$ cat config.mk
export PLATFORM = sky130hd
export DESIGN_NAME = ddr_cmd_sequencer
export DESIGN_NICKNAME = d
export VERILOG_FILES = /design/src/rtl/ddr_seq_pkg.sv /design/src/rtl/ddr_down_cnt.sv /design/src/rtl/ddr_bank_ctx.sv /design/src/rtl/ddr_cmd_sequencer.sv
export SDC_FILE = /design/constraint.sdc
export NUM_CORES = 1
export LEC_CHECK = 0
export BUFFER_PORTS_ARGS = -buffer_cell sky130_fd_sc_hd__buf_2
export CAP_MARGIN = 20
export CELL_PAD_IN_SITES_DETAIL_PLACEMENT = 0
export CELL_PAD_IN_SITES_GLOBAL_PLACEMENT = 2
export CORE_MARGIN = 2
export CORE_UTILIZATION = 37
export DETAILED_ROUTE_END_ITERATION = 10
export PLACE_DENSITY = 0.84
export RECOVER_POWER = 50
export REMOVE_ABC_BUFFERS = 1
export SKIP_CTS_REPAIR_TIMING = 1
export SLEW_MARGIN = 20
export SYNTH_ARGS = -nofsm -noshare
export SYNTH_HDL_FRONTEND = slang
export SYNTH_HIERARCHICAL = 1
export SYNTH_SLANG_ARGS = --single-unit
export TNS_END_PERCENT = 50
$ cat constraint.sdc
create_clock -name clk_i -period 4.2 [get_ports clk_i]
set_clock_uncertainty 0.15 [all_clocks]
set_input_delay 0.84 -clock clk_i [delete_from_list [all_inputs] [get_ports clk_i]]
set_output_delay 0.84 -clock clk_i [all_outputs]
set_load 0.05 [all_outputs]
$ cat src/rtl/ddr_seq_pkg.sv
`timescale 1ns/1ps
package ddr_seq_pkg;
  typedef enum logic [2:0] {
    OP_ACT  = 3'd0,
    OP_RD   = 3'd1,
    OP_WR   = 3'd2,
    OP_PRE  = 3'd3,
    OP_PREA = 3'd4,
    OP_MRS  = 3'd5,
    OP_REF  = 3'd6
  } req_op_e;

  // {cs_n, ras_n, cas_n, we_n}
  localparam logic [3:0] CMD_MRS = 4'b0000;
  localparam logic [3:0] CMD_REF = 4'b0001;
  localparam logic [3:0] CMD_PRE = 4'b0010;
  localparam logic [3:0] CMD_ACT = 4'b0011;
  localparam logic [3:0] CMD_WR  = 4'b0100;
  localparam logic [3:0] CMD_RD  = 4'b0101;
  localparam logic [3:0] CMD_NOP = 4'b0111;
endpackage

$ cat src/rtl/ddr_down_cnt.sv
`timescale 1ns/1ps
module ddr_down_cnt #(
  parameter int W = 6
) (
  input  logic         clk_i,
  input  logic         rst_ni,
  input  logic         load_i,
  input  logic [W-1:0] val_i,
  output logic         zero_o
);
  logic [W-1:0] cnt_q, dec, cnt_d;

  always_comb begin
    dec   = (cnt_q == '0) ? '0 : cnt_q - W'(1);
    // keep the later of the pending and the new deadline
    cnt_d = (load_i && (val_i > dec)) ? val_i : dec;
  end

  always_ff @(posedge clk_i or negedge rst_ni) begin
    if (!rst_ni) cnt_q <= '0;
    else         cnt_q <= cnt_d;
  end

  assign zero_o = (cnt_q == '0);

  a_r6_cnt_stays_expired: assert property (@(posedge clk_i) disable iff (!rst_ni)
    (cnt_q == '0 && !load_i) |=> (cnt_q == '0));
  a_r6_cnt_load_takes: assert property (@(posedge clk_i) disable iff (!rst_ni)
    (load_i && val_i != '0) |=> (cnt_q != '0));
endmodule

$ cat src/rtl/ddr_bank_ctx.sv
`timescale 1ns/1ps
module ddr_bank_ctx #(
  parameter int CNT_W     = 6,
  parameter int T_RCD     = 3,
  parameter int T_RAS     = 6,
  parameter int T_RC      = 9,
  parameter int T_RP      = 3,
  parameter int T_WR      = 2,
  parameter int BURST_CYC = 2
) (
  input  logic clk_i,
  input  logic rst_ni,
  input  logic act_i,
  input  logic rd_i,
  input  logic wr_i,
  input  logic ap_i,
  input  logic pre_i,
  output logic open_o,
  output logic col_ok_o,
  output logic pre_ok_o,
  output logic act_ok_o
);
  localparam logic [CNT_W-1:0] RCD_V    = CNT_W'(T_RCD - 1);
  localparam logic [CNT_W-1:0] RAS_V    = CNT_W'(T_RAS - 1);
  localparam logic [CNT_W-1:0] WRPRE_V  = CNT_W'(BURST_CYC + T_WR - 1);
  localparam logic [CNT_W-1:0] RDPRE_V  = CNT_W'(BURST_CYC - 1);
  localparam logic [CNT_W-1:0] RC_V     = CNT_W'(T_RC - 1);
  localparam logic [CNT_W-1:0] RP_V     = CNT_W'(T_RP - 1);
  localparam logic [CNT_W-1:0] APACT_V  = CNT_W'(BURST_CYC + T_RP - 1);

  logic open_q;
  logic auto_pre;
  logic pre_load, act_load;
  logic [CNT_W-1:0] pre_val, act_val;

  assign auto_pre = (rd_i | wr_i) & ap_i;

  always_ff @(posedge clk_i or negedge rst_ni) begin
    if (!rst_ni)                 open_q <= 1'b0;
    else if (act_i)              open_q <= 1'b1;
    else if (pre_i || auto_pre)  open_q <= 1'b0;
  end
  assign open_o = open_q;

  always_comb begin
    pre_load = act_i | rd_i | wr_i;
    pre_val  = act_i ? RAS_V : (wr_i ? WRPRE_V : RDPRE_V);
    act_load = act_i | pre_i | auto_pre;
    act_val  = act_i ? RC_V : (pre_i ? RP_V : APACT_V);
  end

  ddr_down_cnt #(.W(CNT_W)) i_rcd_cnt (
    .clk_i(clk_i), .rst_ni(rst_ni), .load_i(act_i), .val_i(RCD_V), .zero_o(col_ok_o));
  ddr_down_cnt #(.W(CNT_W)) i_pre_cnt (
    .clk_i(clk_i), .rst_ni(rst_ni), .load_i(pre_load), .val_i(pre_val), .zero_o(pre_ok_o));
  ddr_down_cnt #(.W(CNT_W)) i_act_cnt (
    .clk_i(clk_i), .rst_ni(rst_ni), .load_i(act_load), .val_i(act_val), .zero_o(act_ok_o));

  a_r5_col_needs_open_rcd: assert property (@(posedge clk_i) disable iff (!rst_ni)
    (rd_i || wr_i) |-> (open_q && col_ok_o));
  a_r6_act_needs_idle: assert property (@(posedge clk_i) disable iff (!rst_ni)
    act_i |-> (!open_q && act_ok_o));
  a_r9_ap_closes: assert property (@(posedge clk_i) disable iff (!rst_ni)
    auto_pre |=> !open_q);
  a_r7_pre_after_ras: assert property (@(posedge clk_i) disable iff (!rst_ni)
    (pre_i && open_q) |-> pre_ok_o);
endmodule

$ cat src/rtl/ddr_cmd_sequencer.sv
`timescale 1ns/1ps
module ddr_cmd_sequencer
  import ddr_seq_pkg::*;
#(
  parameter int ADDR_W    = 12,
  parameter int AP_BIT    = 10,
  parameter int NUM_BANKS = 4,
  parameter int BL        = 4,
  parameter int T_RCD     = 3,
  parameter int T_RP      = 3,
  parameter int T_RAS     = 6,
  parameter int T_RC      = 9,
  parameter int T_RRD     = 2,
  parameter int T_WR      = 2,
  parameter int T_WTR     = 1,
  parameter int T_MRD     = 2,
  parameter int T_RFC     = 10
) (
  input  logic              clk_i,
  input  logic              rst_ni,
  input  logic              req_valid_i,
  output logic              req_ready_o,
  input  logic [2:0]        req_op_i,
  input  logic [1:0]        req_bank_i,
  input  logic [ADDR_W-1:0] req_addr_i,
  input  logic              req_ap_i,
  output logic              cmd_cs_n_o,
  output logic              cmd_ras_n_o,
  output logic              cmd_cas_n_o,
  output logic              cmd_we_n_o,
  output logic [1:0]        cmd_ba_o,
  output logic [ADDR_W-1:0] cmd_addr_o,
  output logic              err_o
);
  localparam int BA_W      = $clog2(NUM_BANKS);
  localparam int BURST_CYC = BL / 2;
  localparam int CNT_W     = $clog2(T_RFC + T_RC + T_RAS + BURST_CYC + T_WR + T_WTR
                                    + T_RP + T_MRD + T_RRD + 2);
  localparam logic [CNT_W-1:0] RRD_V = CNT_W'(T_RRD - 1);
  localparam logic [CNT_W-1:0] MRD_V = CNT_W'(T_MRD - 1);
  localparam logic [CNT_W-1:0] RFC_V = CNT_W'(T_RFC - 1);
  localparam logic [CNT_W-1:0] WTR_V = CNT_W'(BURST_CYC + T_WTR - 1);

  req_op_e op;
  logic [BA_W-1:0] bank;
  assign op   = req_op_e'(req_op_i);
  assign bank = BA_W'(req_bank_i);

  logic [NUM_BANKS-1:0] open_v, col_ok_v, pre_ok_v, act_ok_v;
  logic [NUM_BANKS-1:0] act_v, rd_v, wr_v, pre_v;
  logic illegal, eligible, fire, reject;
  logic rrd_ok, quiet_ok, wtr_ok;

  // ---------------- per-bank state
  for (genvar i = 0; i < NUM_BANKS; i++) begin : g_bank
    logic hit;
    assign hit     = (bank == BA_W'(i));
    assign act_v[i] = fire && (op == OP_ACT) && hit;
    assign rd_v[i]  = fire && (op == OP_RD)  && hit;
    assign wr_v[i]  = fire && (op == OP_WR)  && hit;
    assign pre_v[i] = fire && open_v[i] && (((op == OP_PRE) && hit) || (op == OP_PREA));

    ddr_bank_ctx #(
      .CNT_W(CNT_W), .T_RCD(T_RCD), .T_RAS(T_RAS), .T_RC(T_RC),
      .T_RP(T_RP), .T_WR(T_WR), .BURST_CYC(BURST_CYC)
    ) i_ctx (
      .clk_i(clk_i), .rst_ni(rst_ni),
      .act_i(act_v[i]), .rd_i(rd_v[i]), .wr_i(wr_v[i]), .ap_i(req_ap_i), .pre_i(pre_v[i]),
      .open_o(open_v[i]), .col_ok_o(col_ok_v[i]), .pre_ok_o(pre_ok_v[i]), .act_ok_o(act_ok_v[i])
    );
  end

  // ---------------- device-wide spacing
  logic quiet_load;
  logic [CNT_W-1:0] quiet_val;
  assign quiet_load = fire && ((op == OP_MRS) || (op == OP_REF));
  assign quiet_val  = (op == OP_REF) ? RFC_V : MRD_V;

  ddr_down_cnt #(.W(CNT_W)) i_rrd_cnt (
    .clk_i(clk_i), .rst_ni(rst_ni), .load_i(|act_v), .val_i(RRD_V), .zero_o(rrd_ok));
  ddr_down_cnt #(.W(CNT_W)) i_quiet_cnt (
    .clk_i(clk_i), .rst_ni(rst_ni), .load_i(quiet_load), .val_i(quiet_val), .zero_o(quiet_ok));
  ddr_down_cnt #(.W(CNT_W)) i_wtr_cnt (
    .clk_i(clk_i), .rst_ni(rst_ni), .load_i(|wr_v), .val_i(WTR_V), .zero_o(wtr_ok));

  // ---------------- admission
  always_comb begin
    illegal  = 1'b0;
    eligible = 1'b0;
    case (op)
      OP_ACT: begin
        illegal  = open_v[bank];
        eligible = act_ok_v[bank] & rrd_ok & quiet_ok;
      end
      OP_RD: begin
        illegal  = !open_v[bank];
        eligible = col_ok_v[bank] & wtr_ok & quiet_ok;
      end
      OP_WR: begin
        illegal  = !open_v[bank];
        eligible = col_ok_v[bank] & quiet_ok;
      end
      OP_PRE:  eligible = (!open_v[bank] | pre_ok_v[bank]) & quiet_ok;
      OP_PREA: eligible = (&(~open_v | pre_ok_v)) & quiet_ok;
      OP_MRS, OP_REF: begin
        illegal  = |open_v;
        eligible = (&act_ok_v) & quiet_ok;
      end
      default: illegal = 1'b1;
    endcase
  end

  assign req_ready_o = req_valid_i & (illegal | eligible);
  assign fire        = req_ready_o & !illegal;
  assign reject      = req_ready_o & illegal;

  // ---------------- command encoding
  logic [3:0]        cmd_d, cmd_q;
  logic [1:0]        ba_d, ba_q;
  logic [ADDR_W-1:0] addr_d, addr_q, col_addr;

  always_comb begin
    col_addr         = req_addr_i;
    col_addr[AP_BIT] = req_ap_i;
    cmd_d  = CMD_NOP;
    ba_d   = '0;
    addr_d = '0;
    if (fire) begin
      case (op)
        OP_ACT:  begin cmd_d = CMD_ACT; ba_d = req_bank_i; addr_d = req_addr_i; end
        OP_RD:   begin cmd_d = CMD_RD;  ba_d = req_bank_i; addr_d = col_addr;   end
        OP_WR:   begin cmd_d = CMD_WR;  ba_d = req_bank_i; addr_d = col_addr;   end
        OP_PRE:  begin cmd_d = CMD_PRE; ba_d = req_bank_i; end
        OP_PREA: begin cmd_d = CMD_PRE; addr_d[AP_BIT] = 1'b1; end
        OP_MRS:  begin cmd_d = CMD_MRS; ba_d = req_bank_i; addr_d = req_addr_i; end
        OP_REF:  cmd_d = CMD_REF;
        default: cmd_d = CMD_NOP;
      endcase
    end
  end

  logic err_q;
  always_ff @(posedge clk_i or negedge rst_ni) begin
    if (!rst_ni) begin
      cmd_q  <= CMD_NOP;
      ba_q   <= '0;
      addr_q <= '0;
      err_q  <= 1'b0;
    end else begin
      cmd_q  <= cmd_d;
      ba_q   <= ba_d;
      addr_q <= addr_d;
      err_q  <= reject;
    end
  end

  assign {cmd_cs_n_o, cmd_ras_n_o, cmd_cas_n_o, cmd_we_n_o} = cmd_q;
  assign cmd_ba_o   = ba_q;
  assign cmd_addr_o = addr_q;
  assign err_o      = err_q;

  a_r11_err_on_nop: assert property (@(posedge clk_i) disable iff (!rst_ni)
    err_o |-> (cmd_q == CMD_NOP));
  a_r12_stall_shows_nop: assert property (@(posedge clk_i) disable iff (!rst_ni)
    (req_valid_i && !req_ready_o) |=> (cmd_q == CMD_NOP && !err_o));
  a_r10_mode_all_closed: assert property (@(posedge clk_i) disable iff (!rst_ni)
    (cmd_q == CMD_MRS || cmd_q == CMD_REF) |-> (open_v == '0));
  a_r2_single_activate: assert property (@(posedge clk_i) disable iff (!rst_ni)
    $onehot0(act_v));
endmodule

==> results of run 1 <==
-- cells in the final DEF, fill, tap and decap left out, drive strengths merged, types with 32 or more instances in the layout --
cell	n
mux2i	95
nand2b	37
a21oi	35
inv	166
ha	124
dfrtp	109
conb	139
buf	115
nor2	33
nand3	32
-- cell families after synthesis --
family	count (synthesis)	synth area share, %
AO/OA/AOI/OAI	135	11.2
multiplexers	112	12.4
other	10	0.381
AND/OR/NAND/NOR	296	21.4
buffers and inverters	189	7.68
adder cells (fa/ha/maj)	124	15.8
flip-flops	112	28.5
XOR/XNOR	30	2.67
-- through the flow --
| stage | utilization (%) | cell area (um^2) | hold WS (ns) | setup slack [ns] |
|---|---|---|---|---|
| floorplan | - | 10200 | 0.391 | -0.615 |
| global placement | 43.7 | 11400 | 0.453 | -0.0457 |
| detailed placement | 43.7 | 11400 | 0.460 | -0.0984 |
| CTS | 44.9 | 11700 | 0.410 | -0.0683 |
| global route | 45.7 | 11900 | 0.509 | -0.0459 |
| finish | 45.7 | 11900 | 0.470 | 0.121 |
-- registers in the layout, summed over array words and instances, names as in the netlist --
register                      count
i_wtr_cnt/cnt_q                   6
cmd_ba_o                          2
g_bank.i_ctx/open_o               4
g_bank.i_ctx/i_rcd_cnt/cnt_q     24
g_bank.i_ctx/i_pre_cnt/cnt_q     24
i_quiet_cnt/cnt_q                 6
err_o                             1
g_bank.i_ctx/i_act_cnt/cnt_q     24
cmd_q                             3
cmd_addr_o                       12
i_rrd_cnt/cnt_q                   6
-- Yosys cell counts, types with 4 or more instances --
library cell,instances
inv_1,161
ha_1,124
dfrtp_1,109
mux2i_1,95
nand2b_1,36
a21oi_1,35
nor2_1,33
nand3_1,31
xor2_1,30
nor4_2,22
nand2_1,19
nor2b_1,19
nor3_1,16
a21o_1,15
a31o_1,15
a31oi_4,15
mux2_4,15
nor3b_1,15
o21ai_1,15
and4_1,14
clkinv_1,14
nor3_2,14
o21a_1,14
or2_1,14
or2_2,14
or3_4,14
o21ai_0,13
conb_1,10
nor4b_2,8
or3_1,6
buf_6,5
a31o_2,4
and2b_2,4
buf_2,4
-- metal layers --
metal	GRT usage, %	vias up
met3	2.08	16
met2	25.6	64
met5	0	-
met1	18.7	3289
li1	-	3834
met4	4.54	0
-- worst max-delay path, cell delays in order (launching register included) --
cell      delay [ns]
dfrtp_1         0.41
inv_2           0.09
ha_4            0.15
nand2b_4        0.06
nor4_4          0.38
nand2b_4        0.20
o32ai_1         0.07
a2111o_1        0.38
a41o_4          0.35
buf_4           0.17
nor3_1          0.24
nor2_1          0.10
ha_1            0.29
and4_1          0.20
a31o_1          0.24
a31oi_4         0.16
buf_4           0.18
mux2i_1         0.19
-- cell type report --
class                   instances  area [um^2]
repair buffers                121          835
fillers                      2528        14100
diodes                          2         5.00
inverters                     175          657
clock inverters                 7         83.8
well taps                     335          419
clock buffers                   9          225
multi-input cells             837         6880
flip-flops and latches        112         2810
-- power by group through the flow --
stage | Sequential (mW) | Combinational, mW | Clock (mW)
2_1_floorplan | 1.52 | 1.28 | 0
6_report | 1.54 | 1.65 | 0.916
3_5_place_dp | 1.56 | 1.64 | 0
5_1_grt | 1.58 | 1.93 | 1.00
3_3_place_gp | 1.56 | 1.60 | 0
4_1_cts | 1.54 | 1.65 | 0.956
-- worst max-delay path by stage --
stage / depth (start not counted) / to / slack (ns)
2_1_floorplan: 13 / g_bank[0].i_ctx/i_act_cnt/cnt_q[0] / -0.61
3_3_place_gp: 15 / g_bank[2].i_ctx/i_pre_cnt/cnt_q[0] / -0.05
3_5_place_dp: 16 / g_bank[0].i_ctx/i_act_cnt/cnt_q[2] / -0.1
4_1_cts: 17 / g_bank[1].i_ctx/i_act_cnt/cnt_q[1] / -0.07
5_1_grt: 17 / g_bank[0].i_ctx/i_act_cnt/cnt_q[2] / -0.05
6_report: 17 / g_bank[0].i_ctx/i_act_cnt/cnt_q[2] / 0.12
==> summary.txt, run 1 <==
Worst hold path
  – Hold Path Class: flip-flop to flip-flop
  – WHS Path Cells: 2
  – Min-Delay Startpoint: g_bank[0].i_ctx/i_act_cnt/cnt_q[5]
  – Hold Path Sink: g_bank[0].i_ctx/i_act_cnt/cnt_q[5]

Final layout
  – Nets: 1,401
  – Share of cells above drive strength 1: 21.1%
  – Finished Layout Cells: 1,598
  – Area grow syn2layout: 21.0%

Floorplanning
  – Chip height: 167 um
  – Initial core utilization: 37.8%
  – Row Count: 59
  – Die ar.: 27,900 um^2
  – Chip Width: 167 um
  – Number of I/O pins: 41
  – CORE AREA: 26,100 um^2

Routing
  – DRT antenna net count: 0
  – Routed WL per cell: 12.3 um
  – 1st-pass router iterations: 5
  – Final WL: 19,700 um
  – Post-DR vias/cell: 4.51
  – Wire length on met2: 9490 um
  – Metal1 wirelength: 9380 um
  – DR iter-0 viols: 259
  – Top sig layer: met4
  – Remaining DRCs: 0
  – DR vias: 7,203
  – Wire length on met3: 528 um

Global routing
  – Grt ovf: 0
  – First-pass GRT wire length: 33,700 um
  – Largest net degree at the start of global routing: 59
  – Antenna violations before repair: 2
  – Vias in the first global route: 7,172
  – GR Util All Layers: 14.6%

Worst setup path
  – CP Capture Type: flip-flop
  – CP Data Required Time: 4.33 ns
  – FF-to-FF End: g_bank[0].i_ctx/i_act_cnt/cnt_q[2]
  – R2R Path Start: g_bank[3].i_ctx/i_pre_cnt/cnt_q[0]
  – Crit path launch: g_bank[3].i_ctx/i_pre_cnt/cnt_q[0]
  – CP Max Fanout: 6
  – Critical Path AT: 4.21 ns
  – Cells on worst reg2reg path: 17
  – Setup crit start kind: flip-flop
  – WS Path Type: flip-flop to flip-flop
  – R2R setup slack: 0.12 ns

CTS
  – CTS root buffer: clkbuf_16
  – CTS Buf Count: 9
  – H-tree depth: 3
  – CTS max path bufs: 2
  – CTS Sinks: 112
  – Clk slew on worst S/H paths: 0.08 ns
  – CTS tree: yes
  – Skew-Pair Late Insertion Delay: 0.36 ns

STA
  – Final slew viol count: 55
  – Final period demand of the worst path: 4.08 ns
  – Worst slew margin: -106%
  – Worst Max-Slew Pin Slew: 3.09 ns
  – Count of final setup violators: 0
  – Setup_tns: 0 ns
  – Max Fclk: 245 MHz
  – Final Cycle Share: 97.1%
  – RSZ-0062 raised after global routing: true
  – Final Hold Fails: 0

Synth
  – Gate Count Post-Synth: 1,008
  – Synthesis-stage register bit count: 112
  – Cell taking the most area after synthesis: dfrtp_1
  – Register area share after synthesis: 28.5%
  – Most used DFF post-synth: dfrtp_1
  – Syn_area_per_cell: 9.77 um^2
  – Post-synth cell types: 58
  – Synth async-reset ratio: 100%
  – Area contributors post-synth: dfrtp_1, ha_1, mux2i_1
  – Top cell type's share of synthesized area: 27.7%
  – Yosys warning total: 6
  – Synthesized area: 9840 um^2
  – Number of flops mapped to enable cells by yosys: 0

Job
  – # Max-Cap Violations: 1

Power and ir drop
  – Power, Total: 4.10 mW
  – Clock group share of total power: 22.3%
  – Sw Pwr: 1.55 mW
  – Sequential Power Share: 37.5%
  – PwrDens: 344 nW/um^2
  – Leakage: 5.38 nW
  – Comb pwr share: 40.2%
  – Peak VDD IR: 202 uV
  – Sw Share: 37.8%
  – Internal: 2.55 mW

Place
  – DP HPWL: 15,800 um
  – RD Place Congestion: 0.793
  – Post-Place Cells: 1,567
  – Port-buffer cells: 39

Run status
  – Failing checks: capacitance limit, slew limit
  – Outcome: complete, but fails checks
No activity file was read; power rests on OpenSTA's default activity.
==> run 2: changes to the inputs <==
--- a/config.mk
+++ b/config.mk
@@ -12,7 +12,7 @@
 export CORE_MARGIN = 2
 export CORE_UTILIZATION = 37
 export DETAILED_ROUTE_END_ITERATION = 10
-export PLACE_DENSITY = 0.84
+export PLACE_DENSITY = 0.74
 export RECOVER_POWER = 50
 export REMOVE_ABC_BUFFERS = 1
 export SKIP_CTS_REPAIR_TIMING = 1
==> run 2 against run 1 <==
Net effect:
- utilization increased by 0.096 points
- largest power group unchanged
- register-to-register slack improved by 0.12 ns
- largest cell class unchanged
- hold slack got worse by 0.0066 ns
- die area unchanged
- non-clock buffer count increased by 10
- the flow still finishes with violations (capacitance limit, slew limit)
==> summary.txt, run 2 (synthesis results as in run 1) <==
Floorplanning
  – Chip Width: 167 um (unchanged)
  – Initial core utilization: 37.8% (unchanged)
  – Number of I/O pins: 41 (unchanged)
  – Row Count: 59 (unchanged)
  – CORE AREA: 26,100 um^2 (unchanged)
  – Die ar.: 27,900 um^2 (unchanged)
  – Chip height: 167 um (unchanged)

Worst setup path
  – CP top delay family: compound AO/OA/AOI/OAI gates
  – CP Cell Sequence: inv_1, ha_1, nand2b_1, nor4_2, buf_4, nand2b_1, o32ai_1, a2111o_1, a41o_4, nor4_2, buf_4, and2b_2, ha_1, nor2b_1, o21ai_1, a31oi_4, buf_4, mux2i_1
  – R2R setup slack: 0.24 ns (+0.12 ns)
  – Max incr delay on CP: 0.40 ns (about the same)
  – Critical Path Most Common Cell: buf_4
  – CP Data Required Time: 4.34 ns (about the same)
  – Crit path launch: g_bank[3].i_ctx/i_pre_cnt/cnt_q[1]
  – CP Capture Type: flip-flop
  – WS Path Type: flip-flop to flip-flop
  – FF-to-FF End: g_bank[2].i_ctx/i_pre_cnt/cnt_q[1]
  – Setup crit start kind: flip-flop
  – Setup crit end: g_bank[2].i_ctx/i_pre_cnt/cnt_q[1]
  – Critical Path AT: 4.10 ns (-0.11 ns)
  – Slowest cell on crit path: dfrtp_1
  – Cells on worst reg2reg path: 18 (+1)
  – R2R Path Start: g_bank[3].i_ctx/i_pre_cnt/cnt_q[1]
  – CP Max Fanout: 8 (+2)
  – CP Depth: 18 (+1)
  – Crit path buf inv count: 4 (+1)

Power and ir drop
  – Power, Total: 4.07 mW (-0.66%)
  – Peak VDD IR: 174 uV (-14%)
  – Internal: 2.54 mW (-0.41%)
  – PwrDens: 341 nW/um^2 (-0.87%)
  – Sw Pwr: 1.53 mW (-1.1%)
  – Leakage: 5.43 nW (+1.0%)
  – Sequential Power Share: 37.7% (+0.2 points)
  – Sw Share: 37.6% (-0.16 points)
  – Comb pwr share: 40.3% (about the same)
  – Clock group share of total power: 22.0% (-0.3 points)

Worst hold path
  – Min-Delay Startpoint: g_bank[3].i_ctx/open_o
  – Hold Path Class: flip-flop to flip-flop

STA
  – Setup_tns: 0 ns (unchanged)
  – Final Hold Fails: 0 (unchanged)
  – Hold Slack: 0.463 ns (-0.00661 ns)
  – Final slew viol count: 37 (-33%)
  – Max Fclk: 253 MHz (+3.0%)
  – Final period demand of the worst path: 3.96 ns (-0.120 ns)
  – Worst slew margin: -38.8% (+67 points)
  – RSZ-0062 raised after global routing: false
  – Count of final setup violators: 0 (unchanged)
  – Final Cycle Share: 94.3% (-2.9 points)
  – PnR worst setup slack: 0.241 ns (+0.120 ns)
  – Worst Max-Slew Pin Slew: 2.08 ns (-1.01 ns)

CTS
  – CTS Buf Count: 9 (unchanged)
  – CTS tree: yes
  – CTS Sinks: 112 (unchanged)
  – Clk slew on worst S/H paths: 0.08 ns (about the same)
  – CTS root buffer: clkbuf_16
  – Skew-Pair Late Insertion Delay: 0.36 ns (about the same)
  – CTS max path bufs: 2 (unchanged)
  – H-tree depth: 3 (unchanged)

Routing
  – Remaining DRCs: 0 (unchanged)
  – Routed WL per cell: 12.5 um (+1.4%)
  – DR iter-0 viols: 224 (-14%)
  – DRT antenna net count: 0 (unchanged)
  – Final WL: 20,100 um (+1.8%)
  – 1st-pass router iterations: 4 (-1)
  – Post-DR vias/cell: 4.45 (-1.2%)
  – DR vias: 7,148 (-0.76%)

Place
  – DP Worst Slack: -0.183 ns (-0.0849 ns)
  – Port-buffer cells: 39 (unchanged)
  – DP HPWL: 16,200 um (+2.5%)
  – Post-Place Cells: 1,582 (+0.96%)
  – RD Place Congestion: 0.797 (+0.48%)

Final layout
  – Share of cells above drive strength 1: 21.0% (-0.071 points)
  – Commonest non-fill, non-tap cell in the layout: inv_1
  – Area grow syn2layout: 21.3%
  – ANT cells: 0 (-2)
  – Fillers: 2,589 (+2.4%)
  – Nets: 1,410 (+0.64%)
  – Largest regs: g_bank.i_ctx/i_act_cnt/cnt_q x24, g_bank.i_ctx/i_pre_cnt/cnt_q x24, g_bank.i_ctx/i_rcd_cnt/cnt_q x24
  – Finished Layout Cells: 1,605 (+0.44%)
  – Most frequent cells in the layout: inv_1, conb_1, ha_1

Global routing
  – Largest net degree at the start of global routing: 74 (+25%)
  – Antenna violations before repair: 0 (-2)
  – Grt ovf: 0 (unchanged)
  – GR Util All Layers: 15.1% (+0.43 points)
  – Vias in the first global route: 7,191 (+0.26%)
  – First-pass GRT wire length: 34,700 um (+3.0%)

Run status
  – Failing checks: capacitance limit, slew limit
  – Outcome: complete, but fails checks

Job
  – # Max-Cap Violations: 1 (unchanged)
run 2: cell count changes in the layout (fill, tap and decap cells not counted), sizes merged:
| cell | delta |
|---|---|
| clkinvlp | -1 |
| clkinv | +4 |
| diode | -2 |
| buf | +4 |
| a41o | -1 |
| inv | -3 |
| clkbuf | +6 |
run 2: power by group through the flow:
stage               clock, mW  sequential, mW  combinational (mW)
floorplan                   0            1.52                1.28
global placement            0            1.56                1.62
detailed placement          0            1.56                1.64
CTS                     0.935            1.54                1.65
global route            0.969            1.58                1.94
finish                  0.895            1.54                1.64
run 2: per-stage QoR:
step	cell area (um^2)	utilization [%]
6_report	11900	45.8
5_1_grt	11900	45.8
4_1_cts	11800	45.3
3_5_place_dp	11500	44.1
3_3_place_gp	11500	44.1
2_1_floorplan	10200	-
run 2: worst min-delay path by stage:
stage | to | cells after the start | slack, ns
after floorplan | cmd_addr_o[0] | 0 | 0.39
after global placement | g_bank[3].i_ctx/open_o | 1 | 0.44
after detailed placement | g_bank[3].i_ctx/open_o | 1 | 0.45
after CTS | g_bank[3].i_ctx/open_o | 1 | 0.46
after global routing | g_bank[3].i_ctx/open_o | 1 | 0.51
final | g_bank[3].i_ctx/open_o | 1 | 0.46
run 2: final cells by class:
type / instances / area [um^2] / share of cell area (%)
multi-input cells: 836 / 6860 / 57.5
flip-flops and latches: 112 / 2810 / 23.5
repair buffers: 131 / 887 / 7.43
inverters: 175 / 657 / 5.50
well taps: 335 / 419 / 3.51
clock buffers: 9 / 225 / 1.89
clock inverters: 7 / 78.8 / 0.660
run 2: routing by layer:
metal  share of wire [%]  up-vias  GRT usage [%]
met4                 1.0        0           3.60
met3                 2.2       11           1.82
met5                   0        -              0
met1                  50     3242           20.5
li1                    -     3848              -
met2                  46       47           25.7
run 2: worst register-to-register path: stages, from the launching register on:
cell	delay (ns)
dfrtp_1	0.40
inv_1	0.08
ha_1	0.17
nand2b_1	0.09
nor4_2	0.13
buf_4	0.18
nand2b_1	0.14
o32ai_1	0.10
a2111o_1	0.40
a41o_4	0.29
nor4_2	0.23
buf_4	0.18
and2b_2	0.23
ha_1	0.29
nor2b_1	0.14
o21ai_1	0.10
a31oi_4	0.22
buf_4	0.19
mux2i_1	0.18
